File: src/rtl/rs_pkg.sv
package rs_pkg;
  typedef enum logic [1:0] {
    SLOT_FREE = 2'd0,
    SLOT_WAIT = 2'd1,
    SLOT_SENT = 2'd2
  } slot_state_e;
endpackage

File: src/rtl/rs_alloc_sel.sv
module rs_alloc_sel #(
  parameter int ENTRIES = 4
) (
  input  logic [ENTRIES-1:0] busy,
  output logic [ENTRIES-1:0] free_oh,
  output logic               any_free
);
  always_comb begin
    free_oh = '0;
    for (int i = ENTRIES - 1; i >= 0; i--) begin
      if (!busy[i]) free_oh = ENTRIES'(1) << i;
    end
    any_free = |free_oh;
  end
endmodule

File: src/rtl/rs_age_pick.sv
module rs_age_pick #(
  parameter int ENTRIES = 4
) (
  input  logic               clk,
  input  logic               rst,
  input  logic               flush,
  input  logic [ENTRIES-1:0] alloc_oh,
  input  logic [ENTRIES-1:0] ready,
  input  logic               take,
  output logic [ENTRIES-1:0] grant,
  output logic               grant_any
);
  // older_q[j][i] = 1 : slot j was allocated before slot i
  logic [ENTRIES-1:0] older_q [ENTRIES];
  logic [ENTRIES-1:0] pick;
  logic               lock_q;
  logic [ENTRIES-1:0] lock_oh_q;

  always_ff @(posedge clk) begin
    if (rst) begin
      for (int j = 0; j < ENTRIES; j++) older_q[j] <= '0;
    end else begin
      for (int k = 0; k < ENTRIES; k++) begin
        if (alloc_oh[k]) begin
          for (int j = 0; j < ENTRIES; j++) begin
            older_q[k][j] <= 1'b0;
            if (j != k) older_q[j][k] <= 1'b1;
          end
        end
      end
    end
  end

  always_comb begin
    for (int i = 0; i < ENTRIES; i++) begin
      pick[i] = ready[i];
      for (int j = 0; j < ENTRIES; j++) begin
        if (j != i && ready[j] && older_q[j][i]) pick[i] = 1'b0;
      end
    end
    grant     = lock_q ? lock_oh_q : pick;
    grant_any = |grant;
  end

  always_ff @(posedge clk) begin
    if (rst || flush) begin
      lock_q    <= 1'b0;
      lock_oh_q <= '0;
    end else begin
      lock_q    <= grant_any && !take;
      lock_oh_q <= grant;
    end
  end

  p_grant_onehot_r9: assert property (@(posedge clk) disable iff (rst)
    $onehot0(grant));
  p_grant_is_ready_r9: assert property (@(posedge clk) disable iff (rst)
    (grant & ~ready) == '0);
endmodule

File: src/rtl/rs_slot.sv
module rs_slot
  import rs_pkg::*;
#(
  parameter int DATA_W = 32,
  parameter int TAG_W  = 4,
  parameter int OP_W   = 4
) (
  input  logic              clk,
  input  logic              rst,
  input  logic              flush,
  input  logic              alloc,
  input  logic [OP_W-1:0]   in_op,
  input  logic              in_store,
  input  logic [TAG_W-1:0]  in_dst,
  input  logic              in_a_rdy,
  input  logic [DATA_W-1:0] in_a_val,
  input  logic [TAG_W-1:0]  in_a_tag,
  input  logic              in_b_rdy,
  input  logic [DATA_W-1:0] in_b_val,
  input  logic [TAG_W-1:0]  in_b_tag,
  input  logic              cdb_valid,
  input  logic [TAG_W-1:0]  cdb_tag,
  input  logic [DATA_W-1:0] cdb_data,
  input  logic              fire,
  output logic              busy,
  output logic              ready,
  output logic [OP_W-1:0]   op,
  output logic              is_store,
  output logic [TAG_W-1:0]  dst,
  output logic [DATA_W-1:0] a_val,
  output logic              b_rdy,
  output logic [DATA_W-1:0] b_val,
  output logic [TAG_W-1:0]  b_tag
);
  slot_state_e       st_q;
  logic              a_rdy_q;
  logic [TAG_W-1:0]  a_tag_q;
  logic              in_a_hit, in_b_hit, a_hit, b_hit, own_hit;

  assign in_a_hit = cdb_valid && (cdb_tag == in_a_tag);
  assign in_b_hit = cdb_valid && (cdb_tag == in_b_tag);
  assign a_hit    = cdb_valid && !a_rdy_q && (cdb_tag == a_tag_q);
  assign b_hit    = cdb_valid && !b_rdy && (cdb_tag == b_tag);
  assign own_hit  = cdb_valid && (cdb_tag == dst);

  always_ff @(posedge clk) begin
    if (rst || flush) begin
      st_q <= SLOT_FREE;
    end else begin
      unique case (st_q)
        SLOT_FREE: if (alloc)   st_q <= SLOT_WAIT;
        SLOT_WAIT: if (fire)    st_q <= SLOT_SENT;
        SLOT_SENT: if (own_hit) st_q <= SLOT_FREE;
        default:                st_q <= SLOT_FREE;
      endcase
    end
  end

  always_ff @(posedge clk) begin
    if (rst) begin
      a_rdy_q <= 1'b0;
      b_rdy   <= 1'b0;
    end else if (alloc) begin
      op       <= in_op;
      is_store <= in_store;
      dst      <= in_dst;
      a_tag_q  <= in_a_tag;
      b_tag    <= in_b_tag;
      a_rdy_q  <= in_a_rdy || in_a_hit;
      a_val    <= in_a_rdy ? in_a_val : cdb_data;
      b_rdy    <= in_b_rdy || in_b_hit;
      b_val    <= in_b_rdy ? in_b_val : cdb_data;
    end else if (st_q != SLOT_FREE) begin
      if (a_hit) begin
        a_rdy_q <= 1'b1;
        a_val   <= cdb_data;
      end
      if (b_hit) begin
        b_rdy <= 1'b1;
        b_val <= cdb_data;
      end
    end
  end

  assign busy  = (st_q != SLOT_FREE);
  assign ready = (st_q == SLOT_WAIT) && a_rdy_q && (is_store || b_rdy);

  p_no_free_unsent_r7: assert property (@(posedge clk) disable iff (rst)
    (st_q == SLOT_WAIT && !fire && !flush) |=> (st_q == SLOT_WAIT));
  p_capture_a_r3: assert property (@(posedge clk) disable iff (rst)
    (busy && a_hit && !alloc && !flush) |=> (a_rdy_q && a_val == $past(cdb_data)));
  p_fire_ready_r5: assert property (@(posedge clk) disable iff (rst)
    fire |-> ready);
endmodule

File: src/rtl/rs_station.sv
module rs_station #(
  parameter int ENTRIES = 4,
  parameter int DATA_W  = 32,
  parameter int TAG_W   = 4,
  parameter int OP_W    = 4
) (
  input  logic              clk,
  input  logic              rst,
  input  logic              flush,
  input  logic              iss_valid,
  input  logic [OP_W-1:0]   iss_op,
  input  logic              iss_store,
  input  logic [TAG_W-1:0]  iss_dst,
  input  logic              iss_a_rdy,
  input  logic [DATA_W-1:0] iss_a_val,
  input  logic [TAG_W-1:0]  iss_a_tag,
  input  logic              iss_b_rdy,
  input  logic [DATA_W-1:0] iss_b_val,
  input  logic [TAG_W-1:0]  iss_b_tag,
  output logic              full,
  input  logic              cdb_valid,
  input  logic [TAG_W-1:0]  cdb_tag,
  input  logic [DATA_W-1:0] cdb_data,
  output logic              dsp_valid,
  input  logic              dsp_ready,
  output logic [OP_W-1:0]   dsp_op,
  output logic              dsp_is_store,
  output logic [TAG_W-1:0]  dsp_dst,
  output logic [DATA_W-1:0] dsp_a,
  output logic              dsp_b_rdy,
  output logic [DATA_W-1:0] dsp_b,
  output logic [TAG_W-1:0]  dsp_b_tag
);
  logic [ENTRIES-1:0] busy, ready, free_oh, alloc_oh, grant, fire;
  logic               any_free, grant_any, take;
  logic [OP_W-1:0]    s_op    [ENTRIES];
  logic               s_st    [ENTRIES];
  logic [TAG_W-1:0]   s_dst   [ENTRIES];
  logic [DATA_W-1:0]  s_a     [ENTRIES];
  logic               s_b_rdy [ENTRIES];
  logic [DATA_W-1:0]  s_b     [ENTRIES];
  logic [TAG_W-1:0]   s_b_tag [ENTRIES];

  rs_alloc_sel #(.ENTRIES(ENTRIES)) u_alloc (
    .busy(busy), .free_oh(free_oh), .any_free(any_free)
  );

  assign alloc_oh = (iss_valid && !flush) ? free_oh : '0;
  assign take     = grant_any && dsp_ready;
  assign fire     = take ? grant : '0;

  rs_age_pick #(.ENTRIES(ENTRIES)) u_pick (
    .clk(clk), .rst(rst), .flush(flush), .alloc_oh(alloc_oh),
    .ready(ready), .take(dsp_ready), .grant(grant), .grant_any(grant_any)
  );

  for (genvar i = 0; i < ENTRIES; i++) begin : g_slot
    rs_slot #(.DATA_W(DATA_W), .TAG_W(TAG_W), .OP_W(OP_W)) u_slot (
      .clk(clk), .rst(rst), .flush(flush), .alloc(alloc_oh[i]),
      .in_op(iss_op), .in_store(iss_store), .in_dst(iss_dst),
      .in_a_rdy(iss_a_rdy), .in_a_val(iss_a_val), .in_a_tag(iss_a_tag),
      .in_b_rdy(iss_b_rdy), .in_b_val(iss_b_val), .in_b_tag(iss_b_tag),
      .cdb_valid(cdb_valid), .cdb_tag(cdb_tag), .cdb_data(cdb_data),
      .fire(fire[i]), .busy(busy[i]), .ready(ready[i]),
      .op(s_op[i]), .is_store(s_st[i]), .dst(s_dst[i]), .a_val(s_a[i]),
      .b_rdy(s_b_rdy[i]), .b_val(s_b[i]), .b_tag(s_b_tag[i])
    );
  end

  always_comb begin
    dsp_op       = '0;
    dsp_is_store = 1'b0;
    dsp_dst      = '0;
    dsp_a        = '0;
    dsp_b_rdy    = 1'b0;
    dsp_b        = '0;
    dsp_b_tag    = '0;
    for (int i = 0; i < ENTRIES; i++) begin
      if (grant[i]) begin
        dsp_op       = s_op[i];
        dsp_is_store = s_st[i];
        dsp_dst      = s_dst[i];
        dsp_a        = s_a[i];
        dsp_b_rdy    = s_b_rdy[i];
        dsp_b        = s_b[i];
        dsp_b_tag    = s_b_tag[i];
      end
    end
  end

  assign dsp_valid = grant_any;
  assign full      = !any_free;

  p_hold_offer_r9: assert property (@(posedge clk) disable iff (rst)
    (dsp_valid && !dsp_ready && !flush) |=>
      (dsp_valid && $stable(dsp_dst) && $stable(dsp_a)));
  p_flush_clears_r10: assert property (@(posedge clk) disable iff (rst)
    flush |=> (!dsp_valid && !full));
  p_nonstore_both_r5: assert property (@(posedge clk) disable iff (rst)
    (dsp_valid && !dsp_is_store) |-> dsp_b_rdy);
  p_no_alloc_when_full_r1: assert property (@(posedge clk) disable iff (rst)
    (alloc_oh & busy) == '0);
endmodule

File: config.mk
export PLATFORM = sky130hd
export DESIGN_NAME = rs_station
export DESIGN_NICKNAME = d
export VERILOG_FILES = /design/src/rtl/rs_pkg.sv /design/src/rtl/rs_alloc_sel.sv /design/src/rtl/rs_age_pick.sv /design/src/rtl/rs_slot.sv /design/src/rtl/rs_station.sv
export SDC_FILE = /design/constraint.sdc
export NUM_CORES = 1
export LEC_CHECK = 0
export ABC_AREA = 1
export BUFFER_PORTS_ARGS = -buffer_cell sky130_fd_sc_hd__clkbuf_2
export CORE_UTILIZATION = 25
export DETAILED_ROUTE_END_ITERATION = 10
export PLACE_DENSITY = 0.41
export SLEW_MARGIN = 15
export SYNTH_ARGS = -nofsm -noshare
export SYNTH_HDL_FRONTEND = slang
export SYNTH_SLANG_ARGS = --single-unit
File: constraint.sdc
create_clock -name clk -period 3.71 [get_ports clk]
set_clock_uncertainty 0.1 [all_clocks]
set_input_delay 0.371 -clock clk [delete_from_list [all_inputs] [get_ports clk]]
set_output_delay 0.371 -clock clk [all_outputs]
set_load 0.005 [all_outputs]
* After elaboration in Yosys (flattened, before gate mapping)
Memory sizes are Yosys's and may differ from the RTL's. Index checks and enable logic that the tools add are counted. Widths: inputs -> output; s select.
Word-level totals: register bits 345, RAM bits 16, bits of input ports 125, output and inout port bits 80, word-level logic and storage cells 370, memories kept 1
Cells by class: equality and inequality tests 34, mux-type cells 155, bitwise logic cells 29, reductions and logical operators 109
Memory list:
- u_pick.older_q | words 4, width 4, read ports 4, clocked after memory_dff 0, wr ports 4, RTL line rs_age_pick.sv:14 | logic [ENTRIES-1:0] older_q [ENTRIES];
Operators with widths (count):
- $mux 32 | 34
- $mux 1 | 86
- $mux 4 | 19
- $eq 4x4->1 | 14
- $logic_and 1x1->1 | 45
- $reduce_and 3->1 | 12
- $reduce_bool 2->1 | 16
- $or 1x1->1 | 28
- $mux 2 | 12
- $pmux 2 s3 | 4
- $reduce_and 2->1 | 12
- $ne 2x2->1 const B | 8
- $logic_not 1->1 | 11
- $eq 2x1->1 const B | 4
- $eq 2x2->1 const B | 4
- $logic_not 2->1 | 4
- $ne 2x1->1 const B | 4
- $reduce_or 4->1 | 2
- $logic_or 1x1->1 | 7
- $not 1->1 | 1

* Logic depth before layout (Yosys ltp)
Gate-level depths: netlist (run 1).
depth in word-level cells 13, gate-level depth with buffers 13, depth with buffers taken out 11

* Modules after synthesis
From an unflattened synthesis (run 1), not the netlist that was laid out.
Second synthesis, totals: cells, all modules 1929, area, all modules 18891.9 sq um
Modules (own cells, without submodules):
- rs_slot | times used 4, cells each 278, area an instance 3781.1 sq um, seq. area each 2512.4 sq um
- rs_station | times used 1, cells each 704, area an instance 3019.1 sq um, seq. area each 0.0 sq um
- rs_age_pick | times used 1, cells each 102, area an instance 706.9 sq um, seq. area each 340.3 sq um
- rs_alloc_sel | times used 1, cells each 11, area an instance 41.3 sq um, seq. area each 0.0 sq um

* Least setup slack after synthesis (run 1)
OpenSTA, ideal clock, no wires.
path kind input to register, start input cdb_tag[3], end register g_slot[1].u_slot.a_val[0] (enable), library setup time 0.432 ns, arrival time 2.840 ns, required time 3.178 ns, slack 0.338 ns, stages 6, path buffers 2, cells stage by stage buf_2 -> clkinv_1 -> buf_2 -> a221oi_1 -> nand2_1 -> a21oi_1
Between the ends: cells in the longest elaborated chain, start to end 4
Ends and longest elaborated chain:
- start, declared | RTL line rs_station.sv:22 | input logic [TAG_W-1:0] cdb_tag,
- $eq 4x4->1 | RTL line rs_slot.sv:42 | assign a_hit = cdb_valid && !a_rdy_q && (cdb_tag == a_tag_q);
- $logic_and 1x1->1 | RTL line rs_slot.sv:42
- $reduce_bool 2->1 (no line)
- $reduce_and 3->1 (no line)
- end signal, assigned | RTL line rs_slot.sv:70 | a_val <= in_a_rdy ? in_a_val : cdb_data;
- end signal, assigned | RTL line rs_slot.sv:76 | a_val <= cdb_data;
- end, declared | RTL line rs_slot.sv:30 | output logic [DATA_W-1:0] a_val,
Every way passes these cells. A chain may end at the register's enable or synchronous reset.

* Worst setup path in the final report (run 1)
start register g_slot[3].u_slot.is_store, end output dsp_b[30]
Between the ends: cells in the longest elaborated chain, start to end 9, elaborated cells on any way between the ends 16, those cells by class mux (11); reduce/logical (5)
Ends and longest elaborated chain:
- start, declared | RTL line rs_slot.sv:28 | output logic is_store,
- start signal, assigned | RTL line rs_slot.sv:65 | is_store <= in_store;
- $logic_or 1x1->1 (*) | RTL line rs_slot.sv:86 | assign ready = (st_q == SLOT_WAIT) && a_rdy_q && (is_store || b_rdy);
- $logic_and 1x1->1 (*) | RTL line rs_slot.sv:86
- $logic_and 1x1->1 | RTL line rs_age_pick.sv:38 | if (j != i && ready[j] && older_q[j][i]) pick[i] = 1'b0;
- $mux 1 | RTL line rs_age_pick.sv:38
- $mux 4 (*) | RTL line rs_age_pick.sv:41 | grant = lock_q ? lock_oh_q : pick;
- $mux 32 (3 in series) | RTL line rs_station.sv:79 | if (grant[i]) begin
- $mux 32 (*) | RTL line rs_station.sv:79
- end, declared | RTL line rs_station.sv:31 | output logic [DATA_W-1:0] dsp_b,
Every way passes the cells marked *; elsewhere a longest branch is shown, timed or not.

==> flow_summary.yaml, run 1 <==
status:
  status: "complete, no violations"
cts:
  clkSinkCount: 357
  clk_latency_ns: 0.59
  clk_pin_slew_worst_paths_ns: 0.06
  numCtsBuffers: 45
  clockRootBuffer: "clkbuf_16"
  cts_tree: "built"
  postCtsSetupRepairBufs: 0
  ctsHtreeMaxLevel: 2
  clock_path_buffers: 3
timing:
  setup_viol: 0
  slew_headroom: 0.392
  grt_setup_unrepaired: "false"
  max_freq_mhz: 289
  min_period_ns: 3.46
  fin_crit_sh: 0.933
  fin_setup_tns_ns: 0
  finalHoldViolCount: 0
  worst_pin_slew_ns: 0.911
  maxSlewViolCount: 0
worst_setup_path:
  required_ns: 3.24
  criticalPathCategory: "flop to output port"
  cp-end-kind: "output port"
  arrival_ns: 2.99
  r2r_slack_ns: 0.91
  startpoint_type: "flop"
  rr_worst_depth: 7
  worstPathMaxFanout: 45
synthesis:
  yosysTopAreaCell: "edfxtp_1"
  synth.ff_latch_count: 357
  post-synth-top-count-cell: "nand2_1"
  ys_warn_count: 0
  netlist_area_um2: 17700
  synth_edf_count: 333
  avgSynthCellArea_um2: 9.42
  synthFlopType: "edfxtp_1"
  async_reset_ff_frac: 0
  synth_area_leaders: "edfxtp_1, nand2_1, o21ai_0, a21oi_1, mux2i_1"
  synth-seq-area-share: 0.594
  ys_types: 37
  synth_top_area_share: 0.566
  synth_commonest_cells: "nand2_1, edfxtp_1, o21ai_0"
  syn_nets: 1999
  syn_inst: 1874
min_path:
  min_path_type: "input port to flop"
  hold_path_depth: 3
floorplanning:
  pin_count: 205
  die_h_um: 268
  die_area_um2: 71700
  dieWidth_um: 268
  rows: 97
  start_util: 0.253
  core_area_um2: 69900
final_layout:
  nets: 2194
  drive_gt1_frac: 0.162
  fin_cells: 3045
  area_delta_synth_final_pct: 21.3
  n_antenna_cell: 0
route:
  antenna_left: 0
  first_iter_violations: 913
  wl_per_cell_um: 20.3
  vias: 14200
  vias_per_cell: 4.66
  drt-total-wl_um: 61800
  drtPass1Iterations: 5
  drc_errors: 0
placement:
  io_buffers: 204
  globalplace.congestion: 0.792
  dpl.hpwl_um: 39100
  place_inst: 2942
job:
  maxCapViolations: 0
grt:
  antenna_found_initial: 5
  track_usage: 0.169
  grt_overflow: 0
  grt_pass1_wl_um: 89200
  grt_pass1_vias: 13900
  grt_start_max_net_pins: 80
power:
  vdd_drop_max_v: 0.000296
  p_per_area_nw_per_um2: 423
  leakage_nw: 8.81
[worst paths after layout]
check                                    end                      start
setup / recovery                   dsp_b[30]  g_slot[3].u_slot.is_store
hold / removal      g_slot[2].u_slot.st_q[1]                  dsp_ready
setup reg to reg  g_slot[3].u_slot.b_val[19]   g_slot[1].u_slot.st_q[1]
hold reg to reg        u_pick.older_q[0][13]      u_pick.older_q[0][13]
[logic make-up after synthesis]
logic type             after synthesis  share of synthesized area
AO/OA/AOI/OAI                      478                      0.138
buffers and inverters              249                     0.0602
XOR/XNOR                            21                     0.0104
AND/OR/NAND/NOR                    705                      0.162
flip-flops                         357                      0.594
multiplexers                        64                     0.0363
[repair_timing]
| item | CTS | global route |
|---|---|---|
| hold buffers | 17 | 0 |
| gates resized for setup | 0 | 1 |
| setup endpoints to repair | 0 | 13 |
| hold endpoints to repair | 68 | 0 |
[layout by cell type (no fill, tap or decap), types with 41 or more instances in the layout]
cell type	synthesis	routed
clkbuf_16	0	45
buf_4	3	41
nor2_1	66	66
mux2i_1	64	64
nand3_1	103	101
nand2_1	502	500
edfxtp_1	333	333
a21oi_1	183	176
inv_1	116	116
o21ai_0	266	266
clkbuf_2	0	202
[power breakdown]
group,switching [W],internal [W]
clock,0.00176,0.00227
sequential,0.0000137,0.00446
combinational,0.000366,0.000186
[per-stage QoR]
| step | hold WS [ns] | worst slack [ns] | utilization | instance area (µm²) | power, W |
|---|---|---|---|---|---|
| 5_1_grt | 0.0298 | 0.0228 | 0.306 | 21400 | 0.00939 |
| 2_1_floorplan | 0.328 | 0.338 | - | 17700 | 0.00483 |
| 3_3_place_gp | 0.347 | 0.792 | 0.285 | 19900 | 0.00509 |
| 6_report | 0.0465 | 0.248 | 0.306 | 21400 | 0.00905 |
| 3_5_place_dp | 0.359 | 0.793 | 0.285 | 19900 | 0.00510 |
| 4_1_cts | 0.00983 | 0.147 | 0.306 | 21400 | 0.00918 |
[critical path, stage by stage, from the launching register on]
cell and delay [ns]:
edfxtp_1 0.40, nor2_1 0.28, nor2_1 0.11, nand2_1 0.08, nand3_1 0.13, o21bai_4 0.15, buf_4 0.57, nand3_1 0.14
nand2_1 0.10, nand2_1 0.05, nand2_1 0.20, clkbuf_2 0.17
[sequential cells by signal, indices dropped and copies added, names as in the netlist]
signal / flops
u_pick.lock_oh_q: 4
g_slot.u_slot.op: 16
g_slot.u_slot.b_tag: 16
g_slot.u_slot.dst: 16
g_slot.u_slot.a_tag_q: 16
g_slot.u_slot.st_q: 8
g_slot.u_slot.a_rdy_q: 4
g_slot.u_slot.b_val: 128
g_slot.u_slot.b_rdy: 4
u_pick.older_q: 12
u_pick.lock_q: 1
g_slot.u_slot.a_val: 128
g_slot.u_slot.is_store: 4
[metal layers]
layer | vias to the layer above | share of wire | GRT usage
met5 | - | 0.0010 | 0
met4 | 10 | 0.018 | 0.0377
met3 | 81 | 0.057 | 0.0329
met2 | 377 | 0.47 | 0.281
met1 | 6814 | 0.45 | 0.228
li1 | 6912 | - | -
[cell type report]
class | count | area [µm²]
clock buffers | 62 | 1200
clock inverters | 21 | 119
fillers | 7367 | 48500
inverters | 123 | 465
multi-input cells | 1271 | 6300
flip-flops and latches | 357 | 10500
well taps | 940 | 1180
repair buffers | 271 | 1680
Note: power is estimated with default switching activity, not from simulation.
==> run 2: changes to the inputs <==
--- a/config.mk
+++ b/config.mk
@@ -5,10 +5,10 @@
 export SDC_FILE = /design/constraint.sdc
 export NUM_CORES = 1
 export LEC_CHECK = 0
-export ABC_AREA = 1
 export BUFFER_PORTS_ARGS = -buffer_cell sky130_fd_sc_hd__clkbuf_2
 export CORE_UTILIZATION = 25
 export DETAILED_ROUTE_END_ITERATION = 10
+export GPL_ROUTABILITY_DRIVEN = 0
 export PLACE_DENSITY = 0.41
 export SLEW_MARGIN = 15
 export SYNTH_ARGS = -nofsm -noshare
==> constraint.sdc (replaced) <==
create_clock -name clk -period 3.46 [get_ports clk]
set_clock_uncertainty 0.1 [all_clocks]
set_input_delay 0.346 -clock clk [delete_from_list [all_inputs] [get_ports clk]]
set_output_delay 0.346 -clock clk [all_outputs]
set_load 0.005 [all_outputs]
==> run 2 against run 1 <==
Against the previous run: the run now ends with setup timing left; worst setup slack worse by 0.33 ns; wire length increased by 9.2%; die area is 0.25% higher; area after synthesis rose by 0.25%; power is 11% higher; cell count shrank 13%; critical endpoint is now dsp_b[27]; largest cell class unchanged.
==> flow_summary.yaml, run 2 <==
worst_setup_path:
  criticalPathCategory: "flop to output port"
  worstPathMaxFanout: 8
  startpoint_type: "flop"
  crit_buf_inv: 5
  required_ns: 3.01
  cp_slowest_cell: "or4_4"
  crit_family: "simple AND/OR/NAND/NOR gates"
  cp-end-kind: "output port"
  worstPathCellList: "o21a_1 > and3_1 > or4_4 > buf_12 > nand2_8 > buf_6 > buf_12 > a221oi_2 > o31ai_1 > buf_4 > buf_6"
  arrival_ns: 3.10
  slowest_delay_ns: 0.56
synthesis:
  synth-seq-area-share: 0.592
  synthFlopType: "edfxtp_1"
  syn_inst: 1349
  avgSynthCellArea_um2: 13.1
  async_reset_ff_frac: 0
  synth.ff_latch_count: 357
  netlist_area_um2: 17700
  synth_area_leaders: "edfxtp_1, mux2_2, a221oi_1, o31ai_1, and3_1"
  synth_commonest_cells: "edfxtp_1, mux2_2, nor2_1"
  yosysTopAreaCell: "edfxtp_1"
  synth_edf_count: 333
  ys_warn_count: 0
  post-synth-top-count-cell: "edfxtp_1"
  ys_types: 51
  synth_top_area_share: 0.565
  syn_nets: 1474
cts:
  clk_pin_slew_worst_paths_ns: 0.06
  clkSinkCount: 357
  clk_latency_ns: 0.59
  cts_tree: "built"
  clock_path_buffers: 3
  numCtsBuffers: 44
  ctsHtreeMaxLevel: 2
  clockRootBuffer: "clkbuf_16"
final_layout:
  post-route-util: 0.343
  multiInputGateArea_um2: 7730
  seq_area_um2: 10500
  fillers: 6974
  layout_common_cells: "edfxtp_1, mux2_2, clkbuf_2"
  final_common_cell: "edfxtp_1"
  fin_cells: 2642
  top_regs: "g_slot.u_slot.a_val: 128 flops, g_slot.u_slot.b_val: 128 flops"
  nets: 1791
  area_delta_synth_final_pct: 35.6
  drive_gt1_frac: 0.481
route:
  vias: 12900
  drtPass1Iterations: 5
  first_iter_violations: 780
  vias_per_cell: 4.89
  wl_per_cell_um: 25.6
  drt-total-wl_um: 67500
  drc_errors: 0
  antenna_left: 0
floorplanning:
  core_area_um2: 70000
  die_h_um: 268
  start_util: 0.253
  rows: 97
  pin_count: 205
  dieWidth_um: 268
  die_area_um2: 71900
timing:
  grt_setup_unrepaired: "true"
  worst_pin_slew_ns: 0.676
  maxSlewViolCount: 0
  whs_ns: 0.0260
  fin_crit_sh: 1.02
  finalHoldViolCount: 0
  min_period_ns: 3.54
  max_freq_mhz: 282
  setup_viol: 26
  slew_headroom: 0.549
  fin_ws_ns: -0.0823
power:
  vdd_drop_max_v: 0.000285
  leakage_nw: 8.65
  total_power_w: 0.0101
  p_per_area_nw_per_um2: 419
grt:
  grt_pass1_wl_um: 96100
  grt_overflow: 0
  track_usage: 0.185
  grt_pass1_vias: 13400
  antenna_found_initial: 5
  grt_start_max_net_pins: 52
placement:
  place_inst: 2466
  post-place-ws_ns: 0.138
  dpl.hpwl_um: 39200
  io_buffers: 204
min_path:
  min_path_type: "input port to flop"
job:
  maxCapViolations: 0
status:
  failed_checks: "setup timing"
  status: "finished with violations"
-- run 2: what timing repair did --
| action | 4_1_cts | 5_1_grt |
|---|---|---|
| pin swaps | 84 | 71 |
| hold endpoints to repair | 177 | 0 |
| gates resized for setup | 114 | 130 |
| gates cloned | 12 | 3 |
| setup buffers | 18 | 15 |
| hold buffers | 52 | 0 |
| endpoints found under the setup margin | 79 | 79 |
-- run 2: per-stage QoR --
step                TNS [ns]  cell area [µm²]
global route           -7.21            24000
floorplan                  0            17700
CTS                    -3.48            23300
finish                 -1.00            24000
global placement           0            20300
detailed placement         0            20300
-- run 2: final cells by class --
| class | instances | area share |
|---|---|---|
| well taps | 940 | 0.0490 |
| flip-flops and latches | 357 | 0.437 |
| clock inverters | 28 | 0.0122 |
| multi-input cells | 865 | 0.322 |
| repair buffers | 381 | 0.130 |
| inverters | 17 | 0.00266 |
| clock buffers | 51 | 0.0470 |
| diodes | 3 | 0.000313 |
-- run 2: layer usage --
layer	part of all wire	track usage	routed length (µm)	vias to the layer above
met2	0.49	0.315	33000	240
met5	0.00037	0	25	-
met3	0.037	0.0273	2490	77
met1	0.46	0.249	30900	6742
met4	0.016	0.0388	1100	4
li1	-	-	-	5866
-- run 2: final timing paths --
kind,start,depth (start not counted),to,slack [ns]
setup / recovery,g_slot[3].u_slot.is_store,11,dsp_b[27],-0.08
hold / removal,iss_b_val[7],2,g_slot[1].u_slot.b_val[7],0.03
setup reg to reg,g_slot[0].u_slot.st_q[1],8,g_slot[2].u_slot.a_val[12],0.71
hold reg to reg,g_slot[2].u_slot.a_rdy_q,2,g_slot[2].u_slot.a_rdy_q,0.40
-- run 2: cells by family (layout without fill, tap and decap cells) --
group	Yosys count	count (layout)	share of synthesized area
flops	357	357	0.592
simple gates	346	347	0.0946
mux	256	256	0.163
compound gates	205	206	0.0905
buf+inv	129	477	0.0321
xor+xnor	56	56	0.0277
other cells	0	3	0
-- run 2: power by group --
part	internal (W)	switching, W
clock	0.00272	0.00196
sequential	0.00477	0.0000161
combinational	0.000287	0.000307
total	0.00777	0.00228
